[config.mk]
export PLATFORM = sky130hd
export DESIGN_NAME = spi_tadj
export DESIGN_NICKNAME = d
export VERILOG_FILES = /design/src/rtl/spi_tadj_pkg.sv /design/src/rtl/tadj_delay_line.sv /design/src/rtl/tadj_auto_sel.sv /design/src/rtl/tadj_strobe_gen.sv /design/src/rtl/spi_tadj.sv
export SDC_FILE = /design/constraint.sdc
export NUM_CORES = 1
export LEC_CHECK = 0
export BUFFER_PORTS_ARGS = -buffer_cell sky130_fd_sc_hd__buf_2
export CORE_MARGIN = 1.5
export CORE_UTILIZATION = 45
export CTS_CLUSTER_DIAMETER = 50
export DETAILED_ROUTE_END_ITERATION = 12
export SLEW_MARGIN = 20
export SYNTH_ARGS = -nofsm -noshare
export SYNTH_HDL_FRONTEND = slang
export SYNTH_HIERARCHICAL = 1
export SYNTH_SLANG_ARGS = --single-unit
[constraint.sdc]
create_clock -name clk -period 2.9 [get_ports clk]
set_clock_uncertainty 0.2 [all_clocks]
set_input_delay 0.29 -clock clk [delete_from_list [all_inputs] [get_ports clk]]
set_output_delay 0.29 -clock clk [all_outputs]
set_load 0.05 [all_outputs]
[src/rtl/spi_tadj_pkg.sv]
package spi_tadj_pkg;

    localparam int unsigned DLY_W   = 2;
    localparam int unsigned MAX_DLY = (1 << DLY_W) - 1;

    typedef enum logic [1:0] {
        CAP_AHEAD2  = 2'd0,
        CAP_AHEAD1  = 2'd1,
        CAP_NOMINAL = 2'd2,
        CAP_LATE1   = 2'd3
    } cap_pos_e;

    typedef struct packed {
        logic [DLY_W-1:0] out_dly;
        logic [DLY_W-1:0] in_dly;
        cap_pos_e         cap;
    } tdly_set_t;

    localparam tdly_set_t SET_RESET = '{out_dly: '0, in_dly: '0, cap: CAP_NOMINAL};

endpackage

[src/rtl/tadj_delay_line.sv]
module tadj_delay_line #(
    parameter int unsigned DEPTH = spi_tadj_pkg::MAX_DLY,
    parameter int unsigned SEL_W = spi_tadj_pkg::DLY_W
) (
    input  logic             clk,
    input  logic             rst_n,
    input  logic             din,
    input  logic [SEL_W-1:0] sel,
    output logic             dout
);
    logic [DEPTH-1:0] stage_d, stage_q;
    logic [DEPTH:0]   taps;

    assign taps[0] = din;
    for (genvar i = 0; i < DEPTH; i++) begin : g_tap
        assign taps[i+1] = stage_q[i];
    end

    always_comb begin
        stage_d[0] = din;
        for (int i = 1; i < DEPTH; i++) begin
            stage_d[i] = stage_q[i-1];
        end
        if (int'(sel) <= DEPTH) begin
            dout = taps[sel];
        end else begin
            dout = taps[DEPTH];
        end
    end

    always_ff @(posedge clk or negedge rst_n) begin
        if (!rst_n) begin
            stage_q <= '0;
        end else begin
            stage_q <= stage_d;
        end
    end
endmodule

[src/rtl/tadj_auto_sel.sv]
module tadj_auto_sel
    import spi_tadj_pkg::*;
#(
    parameter int unsigned DIV_W = 8
) (
    input  logic             auto_en,
    input  tdly_set_t        manual,
    input  logic [1:0]       band,
    input  logic [DIV_W-1:0] div,
    output tdly_set_t        sel
);
    localparam logic [DIV_W-1:0] THR_3 = DIV_W'(16);
    localparam logic [DIV_W-1:0] THR_2 = DIV_W'(8);
    localparam logic [DIV_W-1:0] THR_1 = DIV_W'(6);

    always_comb begin
        sel = manual;
        if (auto_en) begin
            sel.out_dly = '0;
            sel.in_dly  = '0;
            sel.cap     = CAP_AHEAD2;
            unique case (band)
                2'd3: sel.cap = CAP_LATE1;
                2'd2: sel.cap = CAP_NOMINAL;
                2'd1: sel.cap = CAP_AHEAD1;
                default: begin
                    if (div >= THR_3) begin
                        sel.in_dly = DLY_W'(3);
                    end else if (div >= THR_2) begin
                        sel.in_dly = DLY_W'(2);
                    end else if (div >= THR_1) begin
                        sel.in_dly = DLY_W'(1);
                    end
                end
            endcase
        end
    end
endmodule

[src/rtl/tadj_strobe_gen.sv]
module tadj_strobe_gen
    import spi_tadj_pkg::*;
#(
    parameter int unsigned DIV_W = 8
) (
    input  logic             clk,
    input  logic             rst_n,
    input  logic             busy,
    input  logic [DIV_W-1:0] div,
    input  cap_pos_e         cap,
    output logic             stb
);
    typedef struct packed {
        logic [DIV_W-1:0] cnt;
        logic             hit;
        logic             late;
    } sg_state_t;

    sg_state_t st_d, st_q;
    logic [DIV_W-1:0] last_ph;
    logic [DIV_W-1:0] ahead;
    logic [DIV_W-1:0] target;

    always_comb begin
        last_ph = div - DIV_W'(1);
        unique case (cap)
            CAP_AHEAD2: ahead = DIV_W'(2);
            CAP_AHEAD1: ahead = DIV_W'(1);
            default:    ahead = '0;
        endcase
        target = last_ph - ahead;

        st_d      = st_q;
        st_d.late = st_q.hit;
        st_d.hit  = busy && (st_q.cnt == target);
        if (!busy || st_q.cnt == last_ph) begin
            st_d.cnt = '0;
        end else begin
            st_d.cnt = st_q.cnt + DIV_W'(1);
        end

        stb = (cap == CAP_LATE1) ? st_q.late : st_q.hit;
    end

    always_ff @(posedge clk or negedge rst_n) begin
        if (!rst_n) begin
            st_q <= '0;
        end else begin
            st_q <= st_d;
        end
    end
endmodule

[src/rtl/spi_tadj.sv]
module spi_tadj
    import spi_tadj_pkg::*;
#(
    parameter int unsigned DIV_W   = 8,
    parameter int unsigned MIN_DIV = 4
) (
    input  logic             clk,
    input  logic             rst_n,
    input  logic             busy,
    input  logic             auto_en,
    input  logic [1:0]       mo_dly_cfg,
    input  logic [1:0]       mi_dly_cfg,
    input  logic [1:0]       cap_cfg,
    input  logic [1:0]       rate_band,
    input  logic [DIV_W-1:0] div_ratio,
    input  logic             mo_in,
    input  logic             mi_in,
    output logic             mo_out,
    output logic             mi_dly,
    output logic             cap_stb,
    output logic             rx_bit
);
    localparam logic [DIV_W-1:0] DIV_FLOOR = DIV_W'(MIN_DIV);

    typedef struct packed {
        tdly_set_t        act;
        logic [DIV_W-1:0] div;
        logic             rx;
    } top_state_t;

    top_state_t st_d, st_q;
    tdly_set_t  manual_set, picked;
    logic [DIV_W-1:0] div_cl;

    always_comb begin
        div_cl = (div_ratio < DIV_FLOOR) ? DIV_FLOOR : div_ratio;
        manual_set.out_dly = mo_dly_cfg;
        manual_set.in_dly  = mi_dly_cfg;
        manual_set.cap     = cap_pos_e'(cap_cfg);
    end

    tadj_auto_sel #(.DIV_W(DIV_W)) u_sel (
        .auto_en (auto_en),
        .manual  (manual_set),
        .band    (rate_band),
        .div     (div_cl),
        .sel     (picked)
    );

    tadj_delay_line u_mo_line (
        .clk   (clk),
        .rst_n (rst_n),
        .din   (mo_in),
        .sel   (st_q.act.out_dly),
        .dout  (mo_out)
    );

    tadj_delay_line u_mi_line (
        .clk   (clk),
        .rst_n (rst_n),
        .din   (mi_in),
        .sel   (st_q.act.in_dly),
        .dout  (mi_dly)
    );

    tadj_strobe_gen #(.DIV_W(DIV_W)) u_stb (
        .clk   (clk),
        .rst_n (rst_n),
        .busy  (busy),
        .div   (st_q.div),
        .cap   (st_q.act.cap),
        .stb   (cap_stb)
    );

    always_comb begin
        st_d = st_q;
        if (!busy) begin
            st_d.act = picked;
            st_d.div = div_cl;
        end
        if (cap_stb) begin
            st_d.rx = mi_dly;
        end
    end

    assign rx_bit = st_q.rx;

    always_ff @(posedge clk or negedge rst_n) begin
        if (!rst_n) begin
            st_q.act <= SET_RESET;
            st_q.div <= DIV_FLOOR;
            st_q.rx  <= 1'b0;
        end else begin
            st_q <= st_d;
        end
    end
endmodule

* Yosys cells after proc, flatten, opt, wreduce, memory -nomap -nowiden
Cells that the tools add are included.
** Word-level totals
- Register bits after elaboration :: 31
- Input bits :: 22
- Output and inout bits :: 4
- Word-level logic and storage cells :: 45
** Cells by class
- $add $sub $neg :: 3
- Order comparisons :: 6
- Equality and inequality tests :: 7
- Mux-type cells :: 14
- Reduce and logical (&&, ||, !) cells :: 5
** Operators by type and width (count)
- 8-bit equality test :: 2
- 8-bit two-way mux :: 2
- 8-bit by 1-bit adder with 8-bit output (second input constant) :: 1
- 8-bit by 3-bit greater-or-equal comparator with 1-bit output (second input constant) :: 1
- 8-bit by 4-bit greater-or-equal comparator with 1-bit output (second input constant) :: 1
- 8-bit by 5-bit greater-or-equal comparator with 1-bit output (second input constant) :: 1
- 8-bit by 3-bit less-than comparator with 1-bit output (second input constant) :: 1
- 8-bit by 1-bit subtractor with 8-bit output (second input constant) :: 1
- 8-bit by 2-bit subtractor with 8-bit output :: 1
- 2-bit equality test (second input constant) :: 3
- 2-bit by 3-bit less-than comparator with 1-bit output (second input constant) :: 2
- 2-bit two-way mux :: 3
- 6-bit two-way mux :: 1
- 2-bit case mux with 3 select lines :: 1
- 1-bit binary-select mux with 2-bit select :: 2
- 2-bit by 1-bit equality test with 1-bit output (second input constant) :: 2
- 1-bit two-way mux :: 4
- 2-bit case mux with 2 select lines :: 1
- 3-bit OR reduction :: 1
- 2-bit zero test :: 1
- 1-bit logical AND :: 1
- 1-bit zero test :: 1
- 1-bit logical OR :: 1

* Depth between registers and ports, before layout
Gate-level depths: netlist (run 1).
- Depth after elaboration :: 8
- Depth in mapped cells :: 9
- Depth with buffers taken out :: 9

* Modules after synthesis
The synthesis (run 1) kept the hierarchy.
** By module, submodules not included
- tadj_strobe_gen :: times used 1, cells each 106, area each 994.7 um^2, sequential area each 250.2 um^2
- spi_tadj :: times used 1, cells each 48, area each 705.7 um^2, sequential area each 377.9 um^2
- tadj_delay_line :: times used 2, cells each 4, area each 97.6 um^2, sequential area each 75.1 um^2
- tadj_auto_sel :: times used 1, cells each 14, area each 87.6 um^2, sequential area each 0.0 um^2

* Worst setup path before layout (run 1)
Ideal clock, no wire load.
- Path kind :: reg2reg
- Start :: register st_q[1] (netlist name)
- End :: register u_stb.st_q, in the netlist u_stb/st_d[0]
- Setup time :: 0.094 ns
- Data arrival time :: 2.179 ns
- Required time :: 2.606 ns
- Setup slack :: 0.427 ns
- Cell stages (with the launch flop) :: 7
- Path buffers :: 0
- Period minus slack after synthesis :: 2.473 ns
- Path through :: dfrtp_1 > or4_4 > mux2_1 > o22ai_1 > xor2_1 > or4_1 > a221oi_2
** RTL lines
- to (signal assigned) :: RTL line tadj_strobe_gen.sv:49 : st_q <= st_d;
- to (decl) :: RTL line tadj_strobe_gen.sv:19 : sg_state_t st_d, st_q;

==> impl_metrics.py, run 1 <==
metrics = {
    "status": {
        "status": "complete, no violations",
    },
    "critical_path": {
        "critPathArrivalTime_ps": 2690,
        "cp_max_fo": 8,
        "max_stage_delay_ps": 450,
        "worstSetupPathType": "reg2reg",
        "crit_required_ps": 2880,
        "critPathSlowestCell": "dfrtp_2",
        "end_kind": "flop",
        "crit_chain": "inv_1 -> ha_1 -> inv_1 -> ha_1 -> a21o_1 -> nor3_2 -> nor3b_1 -> o211ai_1 -> a221oi_2",
        "startpoint_type": "flop",
    },
    "sta": {
        "hold_viol_final": 0,
        "worstMarginPinSlew_ps": 685,
        "min_period_ps": 2700,
        "fin_ws_ps": 198,
        "max_freq_ghz": 0.370,
        "rsz0062_at_grt": "no",
        "timing.hold.ws_ps": 72.6,
        "finalSetupTns_ps": 0,
        "setup_violations": 0,
        "slew_headroom_pct": 54.3,
        "slew_viol_final": 0,
        "fin_crit_sh_pct": 93.2,
    },
    "finish": {
        "diodes": 0,
        "drive_above_1_share_pct": 34.7,
        "final-seq-area_sq_um": 779,
        "multi_input_area_sq_um": 1110,
        "final_util_pct": 54.5,
        "design_area_sq_um": 2240,
        "nNetsFinal": 228,
        "syn_to_final_growth_pct": 13.6,
        "n_fill_cell": 364,
    },
    "placement": {
        "routabilityCongestion": 0.777,
        "place_area_sq_um": 2100,
        "dp_hpwl_um": 2890,
        "portBuffers": 25,
        "pre_cts_ws_ps": 49.3,
    },
    "floorplanning": {
        "coreArea_sq_um": 4120,
        "die_y_um": 69.3,
        "dieArea_sq_um": 4800,
        "io_pins": 26,
        "start_util_pct": 48.0,
        "rows": 23,
        "die-width_um": 69.3,
    },
    "global_routing": {
        "gr-total-overflow": 0,
        "grt_pass1_wl_um": 6510,
        "grt_max_degree": 32,
        "antenna_found_initial": 0,
        "grt_pass1_vias": 1355,
        "grt_util_all_layers_pct": 17.4,
    },
    "synthesis": {
        "syn_area_sq_um": 1980,
        "synth_nets": 202,
        "syn_inst": 175,
        "yosys_warnings": 6,
        "avgSynthCellArea_sq_um": 11.3,
    },
    "pwr": {
        "p_leak_nw": 1.01,
        "power.density_nw_per_um2": 530,
        "vdd_drop_max_mv": 0.307,
    },
    "clock_tree": {
        "insertion_delay_ps": 290,
        "clock_sinks": 31,
        "cts_tree": "built",
        "cts_buffers": 5,
        "clock_path_buffers": 2,
        "postCtsSetupRepairBufs": 0,
        "clk_pin_slew_ps": 70,
        "htree_levels": 2,
        "cts-root-buf": "clkbuf_8",
    },
    "route": {
        "drt_first_pass_iters": 6,
        "wl_um": 3920,
        "vias": 1370,
        "drcViolationCount": 0,
        "postRouteAntennaNets": 0,
        "wl_per_cell_um": 15.5,
        "drtIter0Drc": 55,
        "vias_per_cell": 5.44,
    },
    "run": {
        "cap_violations": 0,
    },
    "min_path": {
        "min_path_type": "in2reg",
    },
}
## stage by stage
| step | instances | power, mW |
|---|---|---|
| after floorplan | 175 | 0.736 |
| after global placement | 241 | 0.795 |
| after detailed placement | 241 | 0.807 |
| after CTS | 252 | 1.20 |
| after global routing | 252 | 1.25 |
| final | 252 | 1.19 |
## flip-flops by register name, indices dropped and copies added, names as in the netlist
signal and flops:
u_stb/st_q 9, st_q 14, rx_bit 1, u_stb/st_d 1, u_mo_line/stage_q 3, u_mi_line/stage_q 3
## per-layer routing
layer / track usage [%] / vias up / wire length (um) / share of wire [%]
met1: 22.0 / 666 / 1830 / 47
met4: 7.19 / 0 / 86 / 2.2
li1: - / 665 / - / -
met3: 4.36 / 8 / 144 / 3.7
met2: 28.2 / 31 / 1860 / 47
met5: 0 / - / 0 / 0
## final cells by class
class	instances	area share, %
sequential	31	34.7
timing repair buffer	28	6.91
multi-input combinational	125	49.3
tap	50	2.79
clock buffer	7	4.29
clock inverter	1	0.334
inverter	10	1.67
## worst paths after layout
path | depth (start not counted) | startpoint | end | slack (ps)
setup / recovery | 9 | st_q[1] | u_stb/st_d[0] | 200
hold / removal | 2 | div_ratio[6] | st_q[7] | 70
setup reg to reg | 9 | st_q[1] | u_stb/st_d[0] | 200
hold reg to reg | 0 | u_mo_line/stage_q[1] | u_mo_line/stage_q[2] | 180
max in group asynchronous | 2 | rst_n | st_q[1] | 1650
min in group asynchronous | 2 | rst_n | st_q[8] | 380
## repair_timing
action / 4_1_cts / 5_1_grt
gates resized for setup: 0 / 2
hold endpoints to repair: 31 / 0
endpoints found under the setup margin: 0 / 1
hold buffers: 3 / 0
## where the power goes
part	total [mW]	internal (mW)	switching, mW
clock network	0.385	0.216	0.169
registers	0.511	0.468	0.0438
logic	0.294	0.135	0.159
## layout by cell type, fill, tap and decap left out, types with 2 or more instances in the layout
master / instances
a21o_1: 3
a21oi_1: 2
a31oi_1: 2
and3_1: 2
buf_2: 25
clkbuf_8: 7
dfrtp_1: 28
dfstp_2: 2
dlygate4sd3_1: 3
ha_1: 4
inv_1: 10
mux2_2: 10
mux2_4: 7
mux2i_1: 3
mux4_2: 2
nand2_1: 5
nand3_1: 6
nand4_1: 2
nor2_1: 14
nor2b_1: 4
nor3_1: 3
nor3_2: 2
nor4_4: 2
o22ai_1: 3
or3_1: 2
or4_4: 2
xnor2_1: 8
xor2_1: 16
## worst max-delay path, delay by kind of cell (launching register included)
kind	cells	cell delay (ps)
and+or+nand+nor	2	490
DFF	1	450
adders and majority gates	2	640
buffers and inverters	2	170
AOI/OAI and AO/OA	3	660
Note: power is estimated with default switching activity, not from simulation.
==> run 2, diff against run 1 <==
==> constraint.sdc (replaced) <==
create_clock -name clk -period 2.9 [get_ports clk]
set_clock_uncertainty 0.2 [all_clocks]
set_input_delay 0.435 -clock clk [delete_from_list [all_inputs] [get_ports clk]]
set_output_delay 0.435 -clock clk [all_outputs]
set_load 0.05 [all_outputs]
==> impl_metrics.py, run 2 (synthesis results as in run 1) <==
metrics = {
    "clock_tree": {
        "clock_path_buffers": 2,
        "insertion_delay_ps": 290,
        "htree_levels": 2,
        "clk_pin_slew_ps": 70,
        "postCtsSetupRepairBufs": 0,
        "cts_tree": "built",
        "cts-root-buf": "clkbuf_8",
        "cts_buffers": 5,
        "clock_sinks": 31,
    },
    "critical_path": {
        "cp_num_buf_inv": 0,
        "crit_chain": "or4_4 -> mux2_1 -> o22ai_1 -> xor2_1 -> or4_1 -> a221oi_2",
        "cp_max_fo": 8,
        "worstSetupPathType": "reg2reg",
        "max_stage_delay_ps": 550,
        "critPathArrivalTime_ps": 2690,
        "critical-path-top-delay-family": "simple AND/OR/NAND/NOR gates",
        "end_kind": "flop",
        "startpoint_type": "flop",
        "crit_required_ps": 2890,
        "critPathSlowestCell": "or4_4",
    },
    "pwr": {
        "switching_power_mw": 0.372,
        "p_leak_nw": 0.996,
        "vdd_drop_max_mv": 0.307,
        "swShare_pct": 31.3,
        "internal_power_mw": 0.816,
        "power.density_nw_per_um2": 536,
        "p_comb_share_pct": 24.5,
        "power_frac_seq_pct": 43.0,
        "power_frac_clock_pct": 32.5,
    },
    "global_routing": {
        "grt_max_degree": 32,
        "grt_util_all_layers_pct": 17.3,
        "antenna_found_initial": 0,
        "grt_pass1_vias": 1351,
        "gr-total-overflow": 0,
        "grt_pass1_wl_um": 6480,
    },
    "route": {
        "wl_um": 3910,
        "drt_first_pass_iters": 4,
        "postRouteAntennaNets": 0,
        "vias": 1356,
        "drcViolationCount": 0,
        "wl_per_cell_um": 15.7,
        "vias_per_cell": 5.45,
        "drtIter0Drc": 43,
    },
    "finish": {
        "n_fill_cell": 369,
        "largest_reg_flops": 14,
        "nNetsFinal": 225,
        "final_common_cell": "dfrtp_1",
        "drive_above_1_share_pct": 35.2,
        "syn_to_final_growth_pct": 12.1,
        "largest-register": "st_q",
        "reg_top3": "st_q x14, u_stb/st_q x9",
        "diodes": 0,
        "layout_common_cells": "dfrtp_1, buf_2, xor2_1",
    },
    "sta": {
        "hold_viol_final": 29,
        "min_period_ps": 2700,
        "finalSetupTns_ps": 0,
        "slew_headroom_pct": 53.9,
        "max_freq_ghz": 0.370,
        "fin_ws_ps": 198,
        "slew_viol_final": 0,
        "setup_violations": 0,
        "timing.hold.ws_ps": -11.5,
        "rsz0062_at_grt": "no",
        "worstMarginPinSlew_ps": 692,
        "fin_crit_sh_pct": 93.2,
    },
    "placement": {
        "portBuffers": 25,
        "dp_hpwl_um": 2890,
        "routabilityCongestion": 0.777,
        "pre_cts_ws_ps": 49.3,
    },
    "status": {
        "status": "finished with violations",
        "violations": "hold timing",
    },
    "floorplanning": {
        "dieArea_sq_um": 4800,
        "start_util_pct": 48.0,
        "die-width_um": 69.3,
        "rows": 23,
        "die_y_um": 69.3,
        "coreArea_sq_um": 4120,
        "io_pins": 26,
    },
    "min_path": {
        "min_path_type": "in2async",
    },
    "run": {
        "cap_violations": 0,
    },
}
run 2: changes by cell type in the layout (fill, tap and decap cells not counted), sizes merged:
| cell | before | now |
|---|---|---|
| dlygate4sd3 | 3 | 0 |
run 2: metrics by stage:
| stage | util (%) | total power, mW | instances | instance area, sq um |
|---|---|---|---|---|
| after floorplan | - | 0.736 | 175 | 1980 |
| after global placement | 51.1 | 0.795 | 241 | 2100 |
| after detailed placement | 51.1 | 0.807 | 241 | 2100 |
| after CTS | 53.7 | 1.19 | 249 | 2210 |
| after global routing | 53.8 | 1.25 | 249 | 2210 |
| final | 53.8 | 1.19 | 249 | 2210 |
run 2: final timing paths:
kind | startpoint | endpoint | slack [ps] | cells after the start
hold / removal | rst_n | st_q[8] | -10 | 1
max in group asynchronous | rst_n | st_q[1] | 2030 | 1
setup / recovery | st_q[1] | u_stb/st_d[0] | 200 | 6
setup reg to reg | st_q[1] | u_stb/st_d[0] | 200 | 6
hold reg to reg | u_mo_line/stage_q[1] | u_mo_line/stage_q[2] | 180 | 0
min in group clk | mi_in | u_mi_line/stage_q[0] | 70 | 1
run 2: timing repair:
item                                    4_1_cts  5_1_grt
hold buffers                                  0        0
endpoints found under the setup margin        0        1
resized for setup                             0        2
run 2: area by class of cell:
| type | instances | area [sq um] | share of cell area, % |
|---|---|---|---|
| inverters | 10 | 37.5 | 1.69 |
| well taps | 50 | 62.6 | 2.82 |
| multi-input cells | 125 | 1110 | 49.9 |
| clock buffers | 7 | 96.3 | 4.35 |
| repair buffers | 25 | 125 | 5.65 |
| flip-flops and latches | 31 | 779 | 35.2 |
| clock inverters | 1 | 7.51 | 0.339 |
run 2: power by group through the flow:
stage	registers (mW)	logic, mW	clock network [mW]
after floorplan	0.515	0.221	0
after global placement	0.516	0.279	0
after detailed placement	0.519	0.288	0
after CTS	0.511	0.291	0.393
after global routing	0.517	0.315	0.414
final	0.511	0.291	0.385
run 2: worst reg2reg max path, cell delays in order, from the launching register on:
cell	delay [ps]
dfrtp_2	470
or4_4	550
mux2_1	330
o22ai_1	180
xor2_1	110
or4_1	510
a221oi_2	260
run 2: per-layer routing:
layer	GRT usage [%]	vias to the layer above	wire, um
li1	-	659	-
met1	21.8	660	1820
met2	28.2	29	1870
met3	4.36	8	133
met4	7.19	0	86
met5	0	-	0
==> run 3, diff against run 2 <==
- ABC_AREA: unset -> 1
- CORE_UTILIZATION: 45 -> 57
- PLACE_DENSITY: unset -> 0.79
==> impl_metrics.py, run 3 <==
metrics = {
    "route": {
        "drt_first_pass_iters": 4,
        "drtIter0Drc": 43,
        "vias": 1712,
        "wl_per_cell_um": 10.2,
        "vias_per_cell": 4.68,
        "wl_um": 3730,
        "postRouteAntennaNets": 0,
        "drcViolationCount": 0,
    },
    "sta": {
        "slew_headroom_pct": 55.4,
        "finalSetupTns_ps": 0,
        "slew_viol_final": 0,
        "hold_viol_final": 0,
        "min_period_ps": 2410,
        "max_freq_ghz": 0.415,
        "setup_violations": 0,
        "rsz0062_at_grt": "no",
        "worstMarginPinSlew_ps": 669,
        "fin_crit_sh_pct": 83.1,
    },
    "finish": {
        "n_fill_cell": 357,
        "layout_common_cells": "nand2_1, inv_1, dfrtp_1",
        "final_util_pct": 66.0,
        "syn_to_final_growth_pct": 10.6,
        "nNetsFinal": 346,
        "largest-register": "st_q",
        "largest_reg_flops": 14,
        "final_common_cell": "nand2_1",
        "reg_top3": "st_q x14, u_stb/st_q x9",
        "drive_above_1_share_pct": 18.4,
        "diodes": 0,
    },
    "clock_tree": {
        "cts-root-buf": "clkbuf_4",
        "cts_buffers": 5,
        "clock_sinks": 31,
        "cts_tree": "built",
        "clock_path_buffers": 2,
        "insertion_delay_ps": 320,
        "post_cts_resized": 0,
        "clk_pin_slew_ps": 90,
        "htree_levels": 2,
    },
    "critical_path": {
        "r2r-end": "u_stb/st_d[0]",
        "cp_max_fo": 7,
        "crit_required_ps": 2960,
        "reg2reg_slack_ps": 490,
        "critPathArrivalTime_ps": 2470,
        "end_kind": "flop",
        "max_stage_delay_ps": 490,
        "worstSetupPathType": "reg2reg",
        "timing.rr.start": "st_q[1]",
        "crit_chain": "inv_1 -> ha_1 -> inv_1 -> fa_1 -> a21boi_0 -> o21ai_0 -> a21oi_1 -> nand3_1 -> nor2_1 -> nand2_1 -> nor2_1",
        "rr_worst_depth": 11,
        "critPathSlowestCell": "fa_1",
        "startpoint_type": "flop",
    },
    "min_path": {
        "worstHoldStart": "mo_in",
        "min_path_type": "in2reg",
        "whs_endpoint": "u_mo_line/stage_q[0]",
        "min_path_cells": 1,
    },
    "placement": {
        "portBuffers": 25,
        "routabilityCongestion": 0.867,
        "dp_hpwl_um": 2960,
    },
    "pwr": {
        "vdd_drop_max_mv": 0.274,
        "p_leak_nw": 1.21,
        "power.density_nw_per_um2": 474,
    },
    "floorplanning": {
        "dieArea_sq_um": 3890,
        "coreArea_sq_um": 3360,
        "io_pins": 26,
        "die_y_um": 62.3,
        "start_util_pct": 59.7,
        "rows": 21,
        "die-width_um": 62.3,
    },
    "global_routing": {
        "grt_util_all_layers_pct": 22.3,
        "gr-total-overflow": 0,
        "grt_pass1_vias": 1661,
        "grt_pass1_wl_um": 6810,
        "antenna_found_initial": 0,
        "grt_max_degree": 32,
    },
    "synthesis": {
        "syn_area_sq_um": 2010,
        "syn_inst": 292,
        "avgSynthCellArea_sq_um": 6.87,
        "yosys_warnings": 6,
        "synth_nets": 319,
    },
    "run": {
        "cap_violations": 0,
    },
    "status": {
        "status": "complete, no violations",
    },
}
==> run 3: timing repair <==
item / 4_1_cts / 5_1_grt
hold buffers: 1 / 0
endpoints found under the hold margin: 29 / 0
setup buffers: 0 / 0
==> run 3: per-layer routing <==
layer | track usage (%) | part of all wire (%)
met5 | 0 | 0
met4 | 9.17 | 1.2
met3 | 4.71 | 3.6
met2 | 36.5 | 45
met1 | 28.8 | 50
==> run 3: report_power, final <==
group	internal [mW]	switching [mW]
clock network	0.0943	0.140
logic	0.111	0.206
registers	0.468	0.0326
total	0.672	0.379
==> run 3: cell type report <==
| cell class | count | area [sq um] | area share [%] |
|---|---|---|---|
| inverter | 46 | 173 | 7.78 |
| sequential | 31 | 778 | 35.1 |
| tap | 46 | 57.6 | 2.59 |
| clock inverter | 1 | 5.00 | 0.225 |
| clock buffer | 7 | 45.0 | 2.03 |
| timing repair buffer | 27 | 143 | 6.43 |
| multi-input combinational | 208 | 1020 | 45.9 |
==> run 3: how the worst max path moves through the flow <==
stage / from / endpoint / slack, ps / cells past startpoint
after floorplan: st_q[1] / u_stb/st_d[0] / 670 / 11
after global placement: st_q[1] / u_stb/st_d[0] / 580 / 11
after detailed placement: st_q[1] / u_stb/st_d[0] / 500 / 11
after CTS: st_q[1] / u_stb/st_d[0] / 460 / 11
after global routing: st_q[1] / u_stb/st_d[0] / 280 / 11
final: st_q[1] / u_stb/st_d[0] / 490 / 11
==> run 3: critical path, delay by kind of cell (launching register included) <==
family	cells	cell delay (ps)
AOI/OAI and AO/OA	3	370
buffers and inverters	2	210
adders and majority gates	2	830
DFF	1	400
and+or+nand+nor	4	340
==> run 3: metrics by stage <==
stage	total power, mW	hold slack [ps]	std cells	setup WS (ps)	cell area, sq um
2_1_floorplan	0.746	-60.6	292	666	2010
3_3_place_gp	0.818	157	357	581	2160
3_5_place_dp	0.826	158	357	495	2160
4_1_cts	1.07	8.31	366	462	2220
5_1_grt	1.13	5.10	366	280	2220
6_report	1.05	27.7	366	490	2220
